## config.mk

```make
export PLATFORM = sky130hd
export DESIGN_NAME = dbl_buf_dac_bank
export DESIGN_NICKNAME = d
export VERILOG_FILES = /design/src/rtl/dbb_pkg.sv /design/src/rtl/dbb_input_bank.sv /design/src/rtl/dbb_output_bank.sv /design/src/rtl/dbb_clear_flags.sv /design/src/rtl/dbl_buf_dac_bank.sv
export SDC_FILE = /design/constraint.sdc
export NUM_CORES = 1
export LEC_CHECK = 0
export BUFFER_PORTS_ARGS = -buffer_cell sky130_fd_sc_hd__clkbuf_2
export CORE_AREA = 2 2 185 187
export CTS_BUF_LIST = sky130_fd_sc_hd__clkbuf_8
export CTS_CLUSTER_SIZE = 20
export DETAILED_ROUTE_END_ITERATION = 7
export DIE_AREA = 0 0 187 189
export PLACE_DENSITY = 0.5
export SKIP_LAST_GASP = 1
export SYNTH_ARGS = -nofsm -noshare
export SYNTH_HDL_FRONTEND = slang
export SYNTH_SLANG_ARGS = --single-unit
```

## constraint.sdc

```tcl
create_clock -name clk -period 3 [get_ports clk]
set_input_delay 0.3 -clock clk [delete_from_list [all_inputs] [get_ports clk]]
set_output_delay 0.3 -clock clk [all_outputs]
set_load 0.01 [all_outputs]
```

## src/rtl/dbb_pkg.sv

```systemverilog
package dbb_pkg;
  localparam int unsigned DEF_CHANNELS = 8;
  localparam int unsigned DEF_CODE_W   = 14;

  // per-channel update choice for a live register
  typedef enum logic [1:0] {
    LIVE_HOLD   = 2'b00,
    LIVE_COPY   = 2'b01,
    LIVE_BYPASS = 2'b10
  } live_mode_e;
endpackage

```

## src/rtl/dbb_input_bank.sv

```systemverilog
module dbb_input_bank #(
  parameter int unsigned NCH    = dbb_pkg::DEF_CHANNELS,
  parameter int unsigned CODE_W = dbb_pkg::DEF_CODE_W,
  parameter int unsigned ADDR_W = 3
) (
  input  logic                    clk,
  input  logic                    rst,
  input  logic                    cs_n,
  input  logic                    wr_n,
  input  logic [ADDR_W-1:0]       addr,
  input  logic [CODE_W-1:0]       din,
  output logic [NCH-1:0]          wr_hit,
  output logic [NCH*CODE_W-1:0]   stage_flat
);
  logic wr_en;

  assign wr_en = ~cs_n & ~wr_n;

  // one-hot write decode; out-of-range addresses select nothing
  always_comb begin
    wr_hit = '0;
    for (int i = 0; i < NCH; i++) begin
      if (wr_en && (int'(addr) == i)) wr_hit[i] = 1'b1;
    end
  end

  for (genvar g = 0; g < NCH; g++) begin : g_stage
    logic [CODE_W-1:0] stage_q;
    always_ff @(posedge clk) begin
      if (rst)            stage_q <= '0;
      else if (wr_hit[g]) stage_q <= din;
    end
    assign stage_flat[g*CODE_W +: CODE_W] = stage_q;
  end
endmodule

```

## src/rtl/dbb_output_bank.sv

```systemverilog
module dbb_output_bank #(
  parameter int unsigned NCH    = dbb_pkg::DEF_CHANNELS,
  parameter int unsigned CODE_W = dbb_pkg::DEF_CODE_W
) (
  input  logic                    clk,
  input  logic                    rst,
  input  logic                    ld_n,
  input  logic [NCH-1:0]          wr_hit,
  input  logic [CODE_W-1:0]       din,
  input  logic [NCH*CODE_W-1:0]   stage_flat,
  output logic [NCH*CODE_W-1:0]   live_flat
);
  import dbb_pkg::*;

  for (genvar g = 0; g < NCH; g++) begin : g_live
    live_mode_e        mode;
    logic [CODE_W-1:0] live_q;

    always_comb begin
      if (ld_n)           mode = LIVE_HOLD;
      else if (wr_hit[g]) mode = LIVE_BYPASS;
      else                mode = LIVE_COPY;
    end

    always_ff @(posedge clk) begin
      if (rst) begin
        live_q <= '0;
      end else begin
        case (mode)
          LIVE_BYPASS: live_q <= din;
          LIVE_COPY:   live_q <= stage_flat[g*CODE_W +: CODE_W];
          default:     live_q <= live_q;
        endcase
      end
    end
    assign live_flat[g*CODE_W +: CODE_W] = live_q;
  end
endmodule

```

## src/rtl/dbb_clear_flags.sv

```systemverilog
module dbb_clear_flags #(
  parameter int unsigned NCH = dbb_pkg::DEF_CHANNELS
) (
  input  logic           clk,
  input  logic           rst,
  input  logic           clr_n,
  output logic [NCH-1:0] forced
);
  for (genvar g = 0; g < NCH; g++) begin : g_flag
    always_ff @(posedge clk) begin
      if (rst) forced[g] <= 1'b0;
      else     forced[g] <= ~clr_n;
    end
  end
endmodule

```

## src/rtl/dbl_buf_dac_bank.sv

```systemverilog
module dbl_buf_dac_bank #(
  parameter int unsigned NCH    = dbb_pkg::DEF_CHANNELS,
  parameter int unsigned CODE_W = dbb_pkg::DEF_CODE_W,
  localparam int unsigned ADDR_W = (NCH > 1) ? $clog2(NCH) : 1,
  localparam int unsigned BUS_W  = NCH * CODE_W
) (
  input  logic              clk,
  input  logic              rst,
  input  logic              cs_n,
  input  logic              wr_n,
  input  logic              ld_n,
  input  logic              clr_n,
  input  logic [ADDR_W-1:0] addr,
  input  logic [CODE_W-1:0] din,
  output logic [BUS_W-1:0]  code_o,
  output logic [NCH-1:0]    forced_o
);
  logic [NCH-1:0]   wr_hit;
  logic [BUS_W-1:0] stage_flat;

  dbb_input_bank #(.NCH(NCH), .CODE_W(CODE_W), .ADDR_W(ADDR_W)) u_in (
    .clk(clk), .rst(rst), .cs_n(cs_n), .wr_n(wr_n), .addr(addr), .din(din),
    .wr_hit(wr_hit), .stage_flat(stage_flat)
  );

  dbb_output_bank #(.NCH(NCH), .CODE_W(CODE_W)) u_out (
    .clk(clk), .rst(rst), .ld_n(ld_n), .wr_hit(wr_hit), .din(din),
    .stage_flat(stage_flat), .live_flat(code_o)
  );

  dbb_clear_flags #(.NCH(NCH)) u_clr (
    .clk(clk), .rst(rst), .clr_n(clr_n), .forced(forced_o)
  );
endmodule

```

==> impl_results.md, run 1 <==
- Seq. cell area: 0.00450 sq mm
- Average size of a mapped cell: roughly 9 sq um
- Max_cap viols: 0
- CTS Sinks: 225
- CTS Buf Count: 42
- Diode count: 0
- Detailed Route WL: about 28000 um
- Synthesis-to-finish area growth: 20.9%
- Rows: 67
- R2r endpoint: u_out.g_live[3].live_q[13]$_SDFFE_PP0P_
- Core ar.: 0.0333 sq mm
- Die Wd: 187 um
- R2R Setup Slk: 2.18 ns
- Antenna viol nets, final: 0
- Critical path startpoint: u_clr.forced[4]$_SDFF_PP0_
- Clk root buf: clkbuf_8
- FILL cells: 3599
- Seq cells post-synth: between 200 and 250
- Vias in the first global route: 6976
- Full die area: 0.0353 sq mm
- Global-route wire length before repair: 42300 um
- Crit-path max FO: 8
- Hold crit path type: in -> reg
- Final Cycle Share: 47.3%
- PortBufs: around 140
- Slew of the pin with the lowest slew margin: 0.770 ns
- Sequential area share after synthesis: 54.6%
- RSZ-0062 raised after global routing: no
- Leading area contributor after synthesis: dfxtp_1
- Post-cts resize count: 0
- TritonCTS clock tree: built
- Tmin final: 1.42 ns
- DP Wirelength: 16400 um
- Synth cell types: 23
- Run status: completed
- Overall power: about 6.6 mW
- Gr ovfl total: 0
- Ys flop type: dfxtp_1
- # setup viols final: 0
- Via count: between 7000 and 8000
- Critical Path Sink: forced_o[6]
- Vias/cell: slightly below 5
- Critical-path cell list: clkbuf_2
- Iter 0 DRT Violations: a little under 500
- Maximum vdd drop: 0.218 mV
- Leakage power total: 3.71 nW
- Yosys warnings: 0
- Final Hold Vio Count: 0
- F_max: between 700 and 800 MHz
- DRC violations left: 0
- Initial antenna violation count: 0
- Ratio of cells with drive above 1 in the final layout: 21.4%
- Crit path DAT: 1.12 ns
- Power density cells: 660 mW/mm^2
- Synthesized Nets: around 940
- Worst path depth: 1
- GRT Total Usage: 15.4%
- Async SR Flop Fraction: 0%
- Startpoint class of the critical path: flop
- Reg2reg start: u_out.g_live[3].live_q[13]$_SDFFE_PP0P_
- Clk Latency, worst-skew pair: 0.54 ns
- Pins Over Slew Limit: 0
- Routability cong.: 0.699
- Kind of cell adding the most delay to the critical path: flip-flops
- DR WL/cell: 18.9 um
- Worst path max stage delay: 0.42 ns
- Hold buffer count at CTS: 1
- H-tree levels: 2
- Area of the multi-input gates: 0.00318 sq mm
- Postcts setup bufs: 0
- Worst R2R Path Depth: 2
- Mapped Area: 0.00826 sq mm
- Critical-path top delay cell: dfxtp_1
- Worst slew margin: 48.5%
- Most common cell in the netlist: dfxtp_1
- Die Height: 189 um
- Crit Path Class: reg -> out
- Synthesized instance count: 915
- Final TNS setup: 0 ns
- Largest net degree at the start of global routing: 97
- Boundary Pins: 143
- Synth top cells by count: dfxtp_1, nor2_1, a21oi_1, a311oi_1, nand3_1
- Worst-path clk slew: 0.06 ns
- Nets@finish: 1026
- Synth top area cells: dfxtp_1, a311oi_1, a21oi_1, nand3_1, nor2_1
- Nature of the critical path endpoint: output pin
- CP bufs+invs: 1
- Clock Skews: 0.00881 ns
- Number of synthesized flops with an enable pin: 0
- Router iterations before antenna repair: 5
- Worst Path Required: 2.70 ns
- Clk buf depth: 3
- Synth top area share: 54.6%
- Initial Util: between 20 and 25%
[power by group]
group / internal [mW] / switching (mW) / total [mW]
sequential: 3.09 / 0.0547 / 3.14
clock: 1.61 / 1.27 / 2.89
combinational: 0.162 / 0.401 / 0.563
[final cells by class]
class / instances / area share, %
Sequential cell: 225 / 45.1
Multi-Input combinational cell: 573 / 31.9
Timing Repair Buffer: 160 / 9.06
Clock buffer: 51 / 7.03
Tap cell: 448 / 5.61
Clock inverter: 24 / 1.19
Inverter: 1 / 0.0877
[how the worst min path moves through the flow]
| stage | start | endpoint | depth (start not counted) |
|---|---|---|---|
| floorplan | clr_n | u_clr.forced[4]$_SDFF_PP0_ | 1 |
| global placement | clr_n | u_clr.forced[4]$_SDFF_PP0_ | 2 |
| detailed placement | clr_n | u_clr.forced[4]$_SDFF_PP0_ | 2 |
| CTS | addr[0] | u_in.g_stage[0].stage_q[12]$_SDFFE_PP0P_ | 4 |
| global route | addr[0] | u_in.g_stage[0].stage_q[12]$_SDFFE_PP0P_ | 4 |
| finish | addr[0] | u_in.g_stage[0].stage_q[12]$_SDFFE_PP0P_ | 4 |
[stage by stage]
step / cells / cell area (sq um) / hold slack (ns) / worst slack [ns] / util [%]
CTS: 1482 / 9980 / 0.180 / 1.53 / 30.0
global route: 1482 / 9980 / 0.227 / 1.49 / 30.0
floorplan: 915 / 8260 / 0.372 / 1.59 / -
detailed placement: 1406 / 9150 / 0.461 / 1.06 / 27.5
finish: 1482 / 9980 / 0.214 / 1.58 / 30.0
global placement: 1406 / 9150 / 0.457 / 1.08 / 27.5
[layer usage]
layer	share of wire, %	up-vias	wire (um)	global-route usage [%]
li1	-	3543	-	-
met3	5.5	50	1530	3.43
met5	0	-	0	0
met2	47	198	13000	24.9
met1	46	3581	12900	20.4
met4	1.8	0	507	4.76
[placed cells by master, fill, tap and decap left out, drive strengths merged, types with 2 or more instances in the layout]
| master | n |
|---|---|
| inv | 22 |
| o21ai | 112 |
| clkinv | 2 |
| buf | 18 |
| nand2b | 2 |
| nor2b | 2 |
| a311oi | 112 |
| nand3 | 112 |
| nor2 | 114 |
| clkbuf | 192 |
| a21oi | 112 |
| dfxtp | 225 |
[kinds of logic (layout without fill, tap and decap cells)]
family / count (synthesis) / after routing / synth area share (%)
flip-flops: 225 / 225 / 54.6
AND/OR/NAND/NOR: 237 / 237 / 12.9
buffers and inverters: 117 / 236 / 7.08
AO/OA/AOI/OAI: 336 / 336 / 25.5
[sequential cells by signal, indices dropped and copies added (netlist names)]
name	count
u_out.g_live.live_q	112
u_clr.forced	1
u_in.g_stage.stage_q	112
Power figures use the tool's default switching activity.
==> run 2: changes to the inputs <==
ABC_AREA = 1   (was unset)
CORE_AREA = 2 2 193 195   (was 2 2 185 187)
DIE_AREA = 0 0 195 197   (was 0 0 187 189)
PLACE_DENSITY = 0.49   (was 0.5)
clock period = 1.31 ns   (was 3 ns; I/O delays follow)
==> impl_results.md, run 2 <==
- TritonCTS clock tree: built
- Synthesized instance count: 1252
- Worst path depth: 10
- Ys flop type: dfxtp_1
- Critical-path top delay cell: dlygate4sd3_1
- Global-route wire length before repair: 44500 um
- Reg2reg start: u_out.g_live[6].live_q[13]$_SDFFE_PP0P_
- DR WL/cell: 15.6 um
- DRC violations left: 0
- Vias/cell: 4.47
- Crit-path max FO: 14
- CTS Buf Count: 43
- # setup viols final: 0
- Most common cell in the netlist: nor2_1
- Average size of a mapped cell: 7.19 sq um
- Leading area contributor after synthesis: dfxtp_1
- Worst slew margin: 67.0%
- Largest net degree at the start of global routing: 75
- Nature of the critical path endpoint: flop
- CP bufs+invs: 5
- Crit path DAT: 1.70 ns
- Synth cell types: 14
- Antenna viol nets, final: 0
- Rows: 70
- Clk root buf: clkbuf_8
- Clk Latency, worst-skew pair: 0.55 ns
- F_max: 799 MHz
- Power density cells: 1370 mW/mm^2
- Clock Skews: 0.0169 ns
- RSZ-0062 raised after global routing: no
- Router iterations before antenna repair: 5
- Crit Path Class: in -> reg
- Hold Path Cell Cnt: 3
- Die Wd: between 150 and 200 um
- GRT Total Usage: 14.9%
- Most common cell after layout, fill and taps aside: nand2_1
- Synthesis-to-finish area growth: 24.2%
- Run status: completed
- Synth top area share: 50.0%
- Boundary Pins: around 140
- Startpoint class of the critical path: input pin
- Worst R2R Path Depth: 4
- DP Wirelength: 17800 um
- PortBufs: 142
- Top flop regs: u_in.g_stage.stage_q x112, u_out.g_live.live_q x112, u_clr.forced x1
- Full die area: just under 0.04 sq mm
- Ratio of cells with drive above 1 in the final layout: 17.6%
- Synth top cells by count: nor2_1, nand2_1, dfxtp_1, nand3_1, inv_1
- Maximum vdd drop: 0.700 mV
- CTS Sinks: 225
- Vias in the first global route: 7583
- Max_cap viols: 0
- Detailed Route WL: 29100 um
- Final Hold Vio Count: 0
- Gr ovfl total: 0
- Seq cells post-synth: 225
- H-tree levels: 2
- Die Height: 197 um
- Worst Min Path Start: din[13]
- Synth top area cells: dfxtp_1, nor2_1, nand2_1, nand3_1, a21oi_1
- Most frequent cells in the layout: nand2_1, nor2_1, dfxtp_1
- Kind of cell adding the most delay to the critical path: buffers and inverters
- Core ar.: 0.0363 sq mm
- Final TNS setup: 0 ns
- Iter 0 DRT Violations: 540
- Critical path startpoint: addr[0]
- Hold crit path type: in -> reg
- Tmin final: 1.25 ns
- Final Cycle Share: 95.6%
- Clk buf depth: 3
- Routability cong.: 0.704
- WHS: 0.0849 ns
- Async SR Flop Fraction: 0%
- Critical-path cell list: dlygate4sd3_1 > buf_6 > inv_1 > nor2_4 > nand3_1 > buf_6 > nand2_1 > nand3_1 > nand2_1 > inv_1
- Postcts setup bufs: 0
- Initial Util: between 20% and 30%
- Number of synthesized flops with an enable pin: 0
- Nets@finish: 1393
- Worst path max stage delay: 0.59 ns
- Initial antenna violation count: 1
- Slew of the pin with the lowest slew margin: 0.495 ns
- Synthesized Nets: 1275
- Worst Path Required: 1.75 ns
- Worst-path clk slew: 0.06 ns
- Via count: ~8400
- Mapped Area: ~0.0090 sq mm
- Yosys warnings: 0
- Pins Over Slew Limit: 0
- Leakage power total: 5.52 nW
- Sequential area share after synthesis: approximately 50%
run 2: cell types whose count changed in the layout (fill, tap and decap cells not counted), moves of 5 or more:
cell | before | now
a311oi_1 | 112 | 0
o21ai_1 | 62 | 0
buf_4 | 13 | 18
nand4_1 | 0 | 84
buf_12 | 4 | 14
o21ai_0 | 50 | 0
nor2_1 | 113 | 225
nand2_1 | 1 | 226
nand3_1 | 112 | 145
nor2_4 | 0 | 6
buf_6 | 1 | 8
inv_1 | 21 | 133
run 2: layout make-up:
cell class | instances | area (sq um)
well taps | 468 | 586
flip-flops and latches | 225 | 4510
repair buffers | 184 | 1250
clock buffers | 52 | 716
diodes | 2 | 5.00
clock inverters | 21 | 83.8
fillers | 4014 | 25100
inverters | 116 | 440
multi-input cells | 800 | 3600
run 2: logic make-up after synthesis:
family / synth area share [%]
AO/OA/AOI/OAI: 6.23
buffers and inverters: 10.5
flip-flops: 50.0
AND/OR/NAND/NOR: 33.2
run 2: layer usage:
| metal | track usage, % | routed length, um | part of all wire (%) | vias to the layer above |
|---|---|---|---|---|
| li1 | - | - | - | 4262 |
| met1 | 20.6 | 13900 | 48 | 3824 |
| met2 | 23.2 | 13200 | 45 | 225 |
| met3 | 3.41 | 1560 | 5.4 | 44 |
| met4 | 4.04 | 464 | 1.6 | 0 |
| met5 | 0 | 0 | 0 | - |
run 2: worst register-to-register path, cell delays in order (launching register included):
cell and delay (ns):
dfxtp_1 0.34, nor2_1 0.12, nor2_1 0.05, nand2_1 0.08, inv_1 0.03
run 2: what timing repair did:
item,in CTS,in global routing
resized for setup,1,21
endpoints found under the hold margin,10,0
hold buffers,4,0
pin swaps,0,3
setup endpoints to repair,8,106
gates cloned,0,1
run 2: path summary, 6_finish.rpt:
path	end	slack, ns
min	u_in.g_stage[7].stage_q[13]$_SDFFE_PP0P_	0.08
max reg2reg	u_out.g_live[6].live_q[13]$_SDFFE_PP0P_	0.59
max	u_out.g_live[5].live_q[0]$_SDFFE_PP0P_	0.06
min reg2reg	u_in.g_stage[7].stage_q[8]$_SDFFE_PP0P_	0.46
run 2: stage by stage:
step / setup WS [ns] / instances / util (%) / cell area [sq um] / power [mW]
floorplan: 0.194 / 1252 / - / 9000 / 8.28
global placement: 0.0104 / 1788 / 28.3 / 10300 / 8.92
detailed placement: 0.00460 / 1788 / 28.3 / 10300 / 8.93
CTS: 0.0191 / 1865 / 30.6 / 11100 / 15.6
global route: 0.00481 / 1867 / 30.8 / 11200 / 16.2
finish: 0.0578 / 1868 / 30.8 / 11200 / 15.3
run 2: power breakdown:
| part | internal (mW) | switching (mW) | total, mW | leakage [nW] |
|---|---|---|---|---|
| Clock | 3.55 | 2.99 | 6.54 | 0.479 |
| Sequential | 7.07 | 0.114 | 7.19 | 1.84 |
| Combinational | 0.540 | 1.06 | 1.60 | 3.21 |
==> run 3: changes to the inputs <==
==> constraint.sdc (replaced) <==
create_clock -name clk -period 1.31 [get_ports clk]
set_input_delay 0.262 -clock clk [delete_from_list [all_inputs] [get_ports clk]]
set_output_delay 0.262 -clock clk [all_outputs]
set_load 0.01 [all_outputs]
==> impl_results.md, run 3 (synthesis results as in run 2) <==
- Full die area: a little under 0.04 sq mm
- Die Height: approximately 200 um
- Global-route wire length before repair: 45200 um
- DP Wirelength: 18400 um
- CTS Sinks: approximately 230
- Boundary Pins: 143
- Clock Skews: 0.00958 ns
- GRT Total Usage: between 10% and 20%
- Pins Over Slew Limit: 0
- Largest net degree at the start of global routing: 70
- Run status: finished with violations
- Final Hold Vio Count: 0
- F_max: 757 MHz
- Nets@finish: around 1400
- Failing checks: setup timing
- Crit-path max FO: 8
- Clk Latency, worst-skew pair: 0.55 ns
- Kind of cell adding the most delay to the critical path: flip-flops
- Via count: 8413
- Gr ovfl total: 0
- Initial Util: roughly 25%
- Post-layout util: 33.2%
- Antenna viol nets, final: 0
- Leakage power total: 5.83 nW
- Top flop regs: u_in.g_stage.stage_q x112, u_out.g_live.live_q x112, u_clr.forced x1
- Critical-path cell list: buf_2
- CP bufs+invs: 1
- Most common cell after layout, fill and taps aside: nand2_1
- TritonCTS clock tree: built
- Vias/cell: 4.45
- Nature of the critical path endpoint: output pin
- Final Cycle Share: 101%
- Worst Path Required: 1.05 ns
- Post-Layout Cell Count: 1892
- DR WL/cell: 15.4 um
- Router iterations before antenna repair: 7
- Crit Path Class: reg -> out
- DRC violations left: 0
- Clk root buf: clkbuf_8
- # setup viols final: 8
- Slew of the pin with the lowest slew margin: 0.492 ns
- Ratio of cells with drive above 1 in the final layout: 27.0%
- Hold crit path type: in -> reg
- Detailed Route WL: 29200 um
- Die Wd: 195 um
- Tmin final: ~1.3 ns
- Routability cong.: around 0.7
- Cell total after placement: about 1800
- Final worst slack: -0.0109 ns
- Vias in the first global route: 7988
- Startpoint class of the critical path: flop
- Core ar.: 0.0363 sq mm
- Power density cells: 1310 mW/mm^2
- Iter 0 DRT Violations: around 600
- Clk buf depth: 3
- CTS Buf Count: 43
- Rows: 70
- Most frequent cells in the layout: nand2_1, nor2_1, nand3_1
- RSZ-0062 raised after global routing: yes
- H-tree levels: 2
- Worst-path clk slew: 0.06 ns
- Worst slew margin: 67.2%
- Maximum vdd drop: 0.585 mV
- Max_cap viols: 0
- Diode count: 0
- Critical-path top delay cell: dfxtp_4
- PortBufs: 142
- Synthesis-to-finish area growth: 33.6%
- Crit path DAT: 1.06 ns
- Initial antenna violation count: 0
- Worst path max stage delay: 0.37 ns
[run 3: cell count changes in the layout (fill, tap and decap cells not counted), sizes merged]
cell,before,now
buf,41,159
clkinvlp,1,3
dlymetal6s4s,1,0
dlygate4sd3,3,1
clkbuf,191,98
clkinv,1,4
inv,135,134
diode,2,0
[run 3: final cells by class]
| cell class | count | area, sq um |
|---|---|---|
| multi-input combinational | 800 | 3570 |
| sequential | 225 | 4650 |
| clock buffer | 53 | 729 |
| clock inverter | 25 | 110 |
| inverter | 116 | 440 |
| fill | 3902 | 24200 |
| timing repair buffer | 205 | 1950 |
| tap | 468 | 586 |
[run 3: worst paths after layout]
path	start	endpoint	slack, ns	cells after the start
setup / recovery	u_clr.forced[4]$_SDFF_PP0_	forced_o[2]	-0.01	1
hold / removal	rst	u_out.g_live[6].live_q[8]$_SDFFE_PP0P_	0.05	4
setup reg to reg	u_out.g_live[1].live_q[6]$_SDFFE_PP0P_	u_out.g_live[1].live_q[6]$_SDFFE_PP0P_	0.52	5
hold reg to reg	u_in.g_stage[3].stage_q[9]$_SDFFE_PP0P_	u_in.g_stage[3].stage_q[9]$_SDFFE_PP0P_	0.46	2
[run 3: repair_timing]
item	in CTS	in global routing
resized for setup	133	159
hold endpoints to repair	1	0
hold buffers	1	0
setup endpoints to repair	111	99
buffers inserted	6	1
[run 3: metrics by stage]
| step | setup slack (ns) | area, sq um | hold WS [ns] | setup TNS (ns) | total power [mW] |
|---|---|---|---|---|---|
| floorplan | 0.0626 | 9000 | 0.334 | 0 | 8.28 |
| detailed placement | -0.108 | 10400 | 0.427 | -4.69 | 8.98 |
| CTS | -0.0864 | 11700 | 0.0168 | -1.95 | 15.9 |
| finish | -0.0109 | 12000 | 0.0525 | -0.0613 | 15.7 |
| global route | -0.0671 | 12000 | 0.0575 | -0.857 | 16.6 |
| global placement | -0.0912 | 10400 | 0.424 | -3.77 | 8.97 |
[run 3: where the power goes]
group	internal [mW]	switching, mW	leakage, nW	total [mW]
clock	3.64	3.04	0.493	6.68
sequential	7.10	0.144	1.88	7.25
combinational	0.732	1.06	3.46	1.79
total	11.5	4.24	5.83	15.7
[run 3: per-layer routing]
layer / GRT usage, % / wire (um) / vias to the layer above
met1: 19.8 / 13500 / 3864
li1: - / - / 4304
met5: 0 / 0 / -
met4: 4.44 / 542 / 0
met2: 24.5 / 13500 / 199
met3: 3.71 / 1680 / 46
